`config.mk`:
```
export PLATFORM = sky130hd
export DESIGN_NAME = marker_pad_unit
export DESIGN_NICKNAME = d
export VERILOG_FILES = /design/src/rtl/mp_pkg.sv /design/src/rtl/mp_pipe_reg.sv /design/src/rtl/mp_lead_one.sv /design/src/rtl/mp_pad_core.sv /design/src/rtl/mp_unpad_core.sv /design/src/rtl/marker_pad_unit.sv
export SDC_FILE = /design/constraint.sdc
export NUM_CORES = 1
export LEC_CHECK = 0
export ABC_AREA = 1
export BUFFER_PORTS_ARGS = -buffer_cell sky130_fd_sc_hd__buf_2
export CAP_MARGIN = 20
export CORE_AREA = 2 2 61 78
export DETAILED_ROUTE_END_ITERATION = 6
export DIE_AREA = 0 0 63 80
export GPL_ROUTABILITY_DRIVEN = 0
export SYNTH_ARGS = -nofsm -noshare
export SYNTH_HDL_FRONTEND = slang
export SYNTH_HIERARCHICAL = 1
export SYNTH_SLANG_ARGS = --single-unit
```
`constraint.sdc`:
```
create_clock -name clk -period 0.88 [get_ports clk]
set_input_delay 0.044 -clock clk [delete_from_list [all_inputs] [get_ports clk]]
set_output_delay 0.044 -clock clk [all_outputs]
set_load 0.01 [all_outputs]
```
`src/rtl/mp_pkg.sv`:
```
package mp_pkg;
   // leading-one encoder structures
   localparam int MP_ENC_FLAT = 0;
   localparam int MP_ENC_SEG  = 1;

   // width of a field that counts 0..n
   function automatic int mp_cnt_w(input int n);
      return (n > 1) ? $clog2(n + 1) : 1;
   endfunction
endpackage

```
`src/rtl/mp_pipe_reg.sv`:
```
module mp_pipe_reg #(
   parameter int DW = 8
) (
   input  logic          clk,
   input  logic          rst_n,
   input  logic          in_valid,
   output logic          in_ready,
   input  logic [DW-1:0] in_data,
   output logic          out_valid,
   input  logic          out_ready,
   output logic [DW-1:0] out_data
);
   logic          v_q;
   logic [DW-1:0] d_q;

   assign in_ready  = !v_q || out_ready;
   assign out_valid = v_q;
   assign out_data  = d_q;

   always_ff @(posedge clk or negedge rst_n) begin
      if (!rst_n) begin
         v_q <= 1'b0;
         d_q <= '0;
      end else if (in_ready) begin
         v_q <= in_valid;
         if (in_valid) d_q <= in_data;
      end
   end
endmodule

```
`src/rtl/mp_lead_one.sv`:
```
module mp_lead_one
   import mp_pkg::*;
#(
   parameter int N     = 9,
   parameter int STYLE = MP_ENC_SEG,
   parameter int CHUNK = 8,
   localparam int PW   = (N > 1) ? $clog2(N) : 1
) (
   input  logic [N-1:0]  vec,
   output logic          found,
   output logic [PW-1:0] pos
);
   if (STYLE == MP_ENC_FLAT) begin : g_flat
      // single scan, last hit from the bottom wins
      always_comb begin
         found = 1'b0;
         pos   = '0;
         for (int i = 0; i < N; i++) begin
            if (vec[i]) begin
               found = 1'b1;
               pos   = PW'(i);
            end
         end
      end
   end else begin : g_seg
      localparam int NSEG = (N + CHUNK - 1) / CHUNK;
      localparam int NP   = NSEG * CHUNK;
      localparam int SW   = (NSEG > 1) ? $clog2(NSEG) : 1;
      localparam int CW   = (CHUNK > 1) ? $clog2(CHUNK) : 1;

      logic [NP-1:0]    ext;
      logic [NSEG-1:0]  seg_any;
      logic [SW-1:0]    seg_sel;
      logic [CHUNK-1:0] seg_bits;
      logic [CW-1:0]    off;

      assign ext = NP'(vec);

      for (genvar s = 0; s < NSEG; s++) begin : g_any
         assign seg_any[s] = |ext[s*CHUNK +: CHUNK];
      end

      always_comb begin
         seg_sel = '0;
         for (int s = 0; s < NSEG; s++) begin
            if (seg_any[s]) seg_sel = SW'(s);
         end
      end

      assign seg_bits = ext[int'(seg_sel)*CHUNK +: CHUNK];

      always_comb begin
         off = '0;
         for (int b = 0; b < CHUNK; b++) begin
            if (seg_bits[b]) off = CW'(b);
         end
      end

      assign found = |seg_any;
      assign pos   = PW'(int'(seg_sel) * CHUNK + int'(off));
   end
endmodule

```
`src/rtl/mp_pad_core.sv`:
```
module mp_pad_core #(
   parameter int W  = 8,
   parameter int LW = 4
) (
   input  logic [W-1:0]  data,
   input  logic [LW-1:0] len,
   output logic [W:0]    word
);
   logic [LW-1:0] len_s;

   // lengths beyond the bus saturate at full width
   assign len_s = (int'(len) > W) ? LW'(W) : len;

   always_comb begin
      word = '0;
      for (int i = 0; i < W; i++) begin
         if (i < int'(len_s)) word[i] = data[i];
      end
      for (int i = 0; i <= W; i++) begin
         if (i == int'(len_s)) word[i] = 1'b1;
      end
   end
endmodule

```
`src/rtl/mp_unpad_core.sv`:
```
module mp_unpad_core
   import mp_pkg::*;
#(
   parameter int W     = 8,
   parameter int LW    = 4,
   parameter int STYLE = MP_ENC_SEG,
   parameter int CHUNK = 8
) (
   input  logic [W:0]    word,
   output logic [W-1:0]  data,
   output logic [LW-1:0] len,
   output logic          err
);
   logic          hit;
   logic [LW-1:0] mark;

   mp_lead_one #(.N(W + 1), .STYLE(STYLE), .CHUNK(CHUNK)) u_lead (
      .vec   (word),
      .found (hit),
      .pos   (mark)
   );

   assign err = !hit;
   assign len = hit ? mark : '0;

   always_comb begin
      data = '0;
      for (int i = 0; i < W; i++) begin
         if (i < int'(len)) data[i] = word[i];
      end
   end
endmodule

```
`src/rtl/marker_pad_unit.sv`:
```
module marker_pad_unit
   import mp_pkg::*;
#(
   parameter int W         = 8,
   parameter int ENC_STYLE = MP_ENC_SEG,
   parameter int CHUNK     = 8,
   localparam int LW       = $clog2(W + 1)
) (
   input  logic          clk,
   input  logic          rst_n,
   input  logic          pin_valid,
   output logic          pin_ready,
   input  logic [W-1:0]  pin_data,
   input  logic [LW-1:0] pin_len,
   output logic          pout_valid,
   input  logic          pout_ready,
   output logic [W:0]    pout_word,
   input  logic          uin_valid,
   output logic          uin_ready,
   input  logic [W:0]    uin_word,
   output logic          uout_valid,
   input  logic          uout_ready,
   output logic [W-1:0]  uout_data,
   output logic [LW-1:0] uout_len,
   output logic          uout_err
);
   localparam int UDW = W + LW + 1;

   // elaboration checks
   if (W < 1) begin : g_bad_w
      $error("marker_pad_unit: W must be at least 1");
   end
   if (CHUNK < 1) begin : g_bad_chunk
      $error("marker_pad_unit: CHUNK must be at least 1");
   end
   if (ENC_STYLE != MP_ENC_FLAT && ENC_STYLE != MP_ENC_SEG) begin : g_bad_style
      $error("marker_pad_unit: unknown ENC_STYLE");
   end

   // pad side
   logic [W:0] pad_w;

   mp_pad_core #(.W(W), .LW(LW)) u_pad (
      .data (pin_data),
      .len  (pin_len),
      .word (pad_w)
   );

   mp_pipe_reg #(.DW(W + 1)) u_pad_reg (
      .clk       (clk),
      .rst_n     (rst_n),
      .in_valid  (pin_valid),
      .in_ready  (pin_ready),
      .in_data   (pad_w),
      .out_valid (pout_valid),
      .out_ready (pout_ready),
      .out_data  (pout_word)
   );

   // unpad side
   logic [W-1:0]  un_d;
   logic [LW-1:0] un_l;
   logic          un_e;
   logic [UDW-1:0] un_q;

   mp_unpad_core #(.W(W), .LW(LW), .STYLE(ENC_STYLE), .CHUNK(CHUNK)) u_unpad (
      .word (uin_word),
      .data (un_d),
      .len  (un_l),
      .err  (un_e)
   );

   mp_pipe_reg #(.DW(UDW)) u_unpad_reg (
      .clk       (clk),
      .rst_n     (rst_n),
      .in_valid  (uin_valid),
      .in_ready  (uin_ready),
      .in_data   ({un_e, un_l, un_d}),
      .out_valid (uout_valid),
      .out_ready (uout_ready),
      .out_data  (un_q)
   );

   assign {uout_err, uout_len, uout_data} = un_q;
endmodule

```
==> PnR_summary.wiki <==
{| class="wikitable"
! Metric !! Value
|-
| Outcome || finished with violations
|-
| Violated checks || setup timing
|-
| Standard cell core area || 4290 um^2
|-
| Via density per instance || 4.345
|-
| Clock skew after layout || 0.004931 ns
|-
| Clock root buffer || sky130_fd_sc_hd__clkbuf_8
|-
| CP arrival || 0.96 ns
|-
| Worst R2R Setup Slack || -0.07 ns
|-
| RSZ-0062 raised after global routing || yes
|-
| Placement-stage worst setup slack || -0.3820 ns
|-
| Internal power || 2.008 mW
|-
| Chip height || 80 um
|-
| Number of primary I/O pins || 53
|-
| Critical-path maximum fanout || 4
|-
| Leakage || 1.230 nW
|-
| Initial Utilization || 33.19%
|-
| Asr flop ratio synth || 100.0%
|-
| Critical Path Sink Type || primary output
|-
| Most common library cells after synthesis || sky130_fd_sc_hd__nand2_1 (76), sky130_fd_sc_hd__dfrtp_1 (24), sky130_fd_sc_hd__inv_1 (23)
|-
| Min-delay worst type || primary input to register
|-
| Share of cells above drive strength 1 || 44.07%
|-
| Count of cell types in the netlist || 21
|-
| Worst reg2reg path depth || 5
|-
| Leading post-synthesis cells by cell area || sky130_fd_sc_hd__dfrtp_1 (42%), sky130_fd_sc_hd__nand2_1 (20%), sky130_fd_sc_hd__nand3_1 (6.3%)
|-
| Dominant cell by count in the synthesized netlist || sky130_fd_sc_hd__nand2_1
|-
| Xor-xnor portion of the synthesized cell area || 0%
|-
| Antenna diode count || 0
|-
| Min setup slack post-route || -0.1225 ns
|-
| Port-buffer cells || 52
|-
| Floorplan row count || 27
|-
| Critical path buffers and inverters || 2
|-
| Worst R2R End || u_unpad_reg/out_data[1]
|-
| Initial antenna violation count || 0
|-
| Global-route wire length before repair || 5968 um
|-
| Overall die area || 5040 um^2
|-
| Worst Path Class, Setup || register to primary output
|-
| Highest cell delay on the worst timing path || 0.41 ns
|-
| Post-DRT Antenna Nets || 0
|-
| Number of enable flip-flop cells after synthesis || 0
|-
| Vias in the first global route || 1358
|-
| Fraction of synthesized area in multiplexers || 0%
|-
| Crit path max-delay family || flip-flops
|-
| Relative slew slack || 79.17%
|-
| Pin slew with the least headroom to its limit || 0.3125 ns
|-
| Max stage delay cell, worst path || sky130_fd_sc_hd__dfrtp_1
|-
| Fraction of power spent switching nets || 31.66%
|-
| Upper clock frequency limit || 997.5 MHz
|-
| Maximum buffer depth of the clock tree || 2
|-
| Leading area contributor after synthesis || sky130_fd_sc_hd__dfrtp_1
|-
| Total Routing Usage GR || 14.70%
|-
| Area growth from synthesis to layout || 51.93%
|-
| Syn nets || 223
|-
| Hold WS || 0.08727 ns
|-
| Overall via count from detail_route || 1425
|-
| Critical Path RT || 0.84 ns
|-
| Share of Yosys cell area claimed by the top area cell type || 42.18%
|-
| Starting DRC count in detailed routing || 82
|-
| Clk slew on worst S/H paths || 0.08 ns
|-
| Depth of the worst hold-timing path || 3
|-
| X dimension of the die || 63 um
|-
| Main combinational cell family by area after synthesis || simple AND/OR/NAND/NOR gates
|-
| Critical path, cell by cell || nand2_2 -> buf_8 -> buf_6
|-
| Switching power || 0.9300 mW
|-
| Total power per unit cell area || 1358 nW/um^2
|-
| Setup Viol. Count Final || 26
|-
| Remaining design rule violation count || 0
|-
| Clock buffers created by TritonCTS || 3
|-
| Pin count of the biggest net entering global routing || 25
|-
| Top flip-flop cell by instance count after synthesis || sky130_fd_sc_hd__dfrtp_1
|-
| Hold violation count in the final report || 0
|-
| Sequential area share after synthesis || 42.18%
|-
| Worst vdd ir || 498.7 uV
|-
| Terminating pin of the worst hold path || u_pad_reg/out_data[8]
|-
| TritonCTS clock tree || yes
|-
| Post-detailed-route wirelength per cell || 10.73 um
|-
| Min Clock Period, post-route || 1.002 ns
|-
| Hold path start || pin_len[3]
|-
| Post-Syn Instances || 196
|-
| Clock latency on the worst-skew pair || 0.26 ns
|-
| Startpoint kind of the worst setup timing path || register
|-
| DR pass1 iterations || 4
|-
| #FFs+latches synth || 24
|-
| Layout net count || 299
|-
| Post-synthesis area per instance || 7.265 um^2
|-
| Tcrit/Tclk final || 113.9%
|-
| Cell area after synthesis || 1424 um^2
|-
| Power share of the combinational group || 33.9%
|-
| Total length of routed wires || 3521 um
|-
| CTS sink cnt || 24
|-
| Count of pins over their slew limit || 0
|-
| Total of warnings raised by yosys || 6
|-
| Utilization of the core after routing || 50.42%
|-
| Sequential fraction of design power || 45.2%
|-
| Deepest level of the CTS H-tree || 1
|-
| Simple-gate share of the synthesized area || 44.11%
|-
| Max-cap violations || 0
|-
| Area fraction in compound gates after synthesis || 2.812%
|-
| HPWL after detailed placement || 2709 um
|-
| Fraction of the mapped netlist area in adder cells || 0%
|-
| Power share of the clock group || 21.0%
|-
| Remaining global-route overflow || 0
|-
| Worst reg2reg path startpoint || u_unpad_reg/out_valid
|}
state kept, by name (all words and copies together) (netlist names):
register / flops
u_unpad_reg/out_valid: 1
u_unpad_reg/out_data: 13
u_pad_reg/out_data: 9
u_pad_reg/out_valid: 1
layout by cell type, fill, tap and decap left out, types with 3 or more instances in the layout:
master                     synthesis  layout
sky130_fd_sc_hd__nand2_4           2       7
sky130_fd_sc_hd__nor2_1           20      18
sky130_fd_sc_hd__clkbuf_8          0       3
sky130_fd_sc_hd__inv_1            23      21
sky130_fd_sc_hd__nand3_4           0       3
sky130_fd_sc_hd__nand2_2           5       4
sky130_fd_sc_hd__buf_2             0      48
sky130_fd_sc_hd__buf_6             2       7
sky130_fd_sc_hd__buf_4             3      20
sky130_fd_sc_hd__dfrtp_1          24      24
sky130_fd_sc_hd__nand3_2           9      14
sky130_fd_sc_hd__nand3_1          18      10
sky130_fd_sc_hd__nand2_1          76      70
layer usage:
| metal | routed length [um] | track usage, % | vias to the layer above |
|---|---|---|---|
| li1 | - | - | 752 |
| met1 | 1429 | 15.89 | 633 |
| met2 | 1892 | 28.83 | 38 |
| met3 | 176 | 2.257 | 2 |
| met4 | 24 | 4.667 | 0 |
| met5 | 0 | 0 | - |
area by class of cell:
type                       count  area [um^2]
fill                         429         2127
multi-input combinational    142        828.3
sequential                    24        600.6
timing repair buffer          78        514.2
inverter                      23        106.4
tap                           58        72.57
clock buffer                   3        41.29
power by group through the flow:
stage,clock (mW),sequential [mW],combinational [mW]
after floorplan,0,1.42,0.398
after global placement,0,1.35,0.848
after detailed placement,0,1.35,0.855
after CTS,0.652,1.33,0.954
after global routing,0.717,1.34,1.10
final,0.616,1.33,0.995
how the worst max path moves through the flow:
stage | startpoint | end | cells past startpoint
finish | u_unpad_reg/out_valid | uin_ready | 3
CTS | u_unpad_reg/out_valid | uin_ready | 3
floorplan | uin_word[3] | u_unpad_reg/out_data[0] | 10
global placement | uin_word[3] | u_unpad_reg/out_data[0] | 11
detailed placement | uin_word[3] | u_unpad_reg/out_data[0] | 11
global route | u_unpad_reg/out_valid | uin_ready | 3
logic make-up after synthesis:
family          Yosys count
compound gates            7
buf+inv                  30
flops                    24
simple gates            135
worst reg2reg max path, delay by kind of cell, from the launching register on:
| kind | cells | cell delay, ns |
|---|---|---|
| buffers and inverters | 2 | 0.27 |
| flip-flops | 1 | 0.38 |
| AND/OR/NAND/NOR | 3 | 0.20 |
through the flow:
step / area [um^2] / setup TNS (ns) / cells / power [mW]
detailed placement: 1904 / -3.996 / 316 / 2.203
global route: 2163 / -3.041 / 328 / 3.163
CTS: 2086 / -1.564 / 326 / 2.933
floorplan: 1500 / -0.7809 / 196 / 1.816
finish: 2163 / -1.510 / 328 / 2.938
global placement: 1904 / -3.594 / 316 / 2.194
timing repair:
| action | CTS | global route |
|---|---|---|
| hold endpoints to repair | 24 | 0 |
| gates resized for setup | 19 | 14 |
| setup buffers | 5 | 2 |
| pin swaps | 13 | 9 |
| cloned | 1 | 0 |
| hold buffers | 1 | 0 |
| endpoints found under the setup margin | 16 | 31 |
Power figures use the tool's default switching activity.
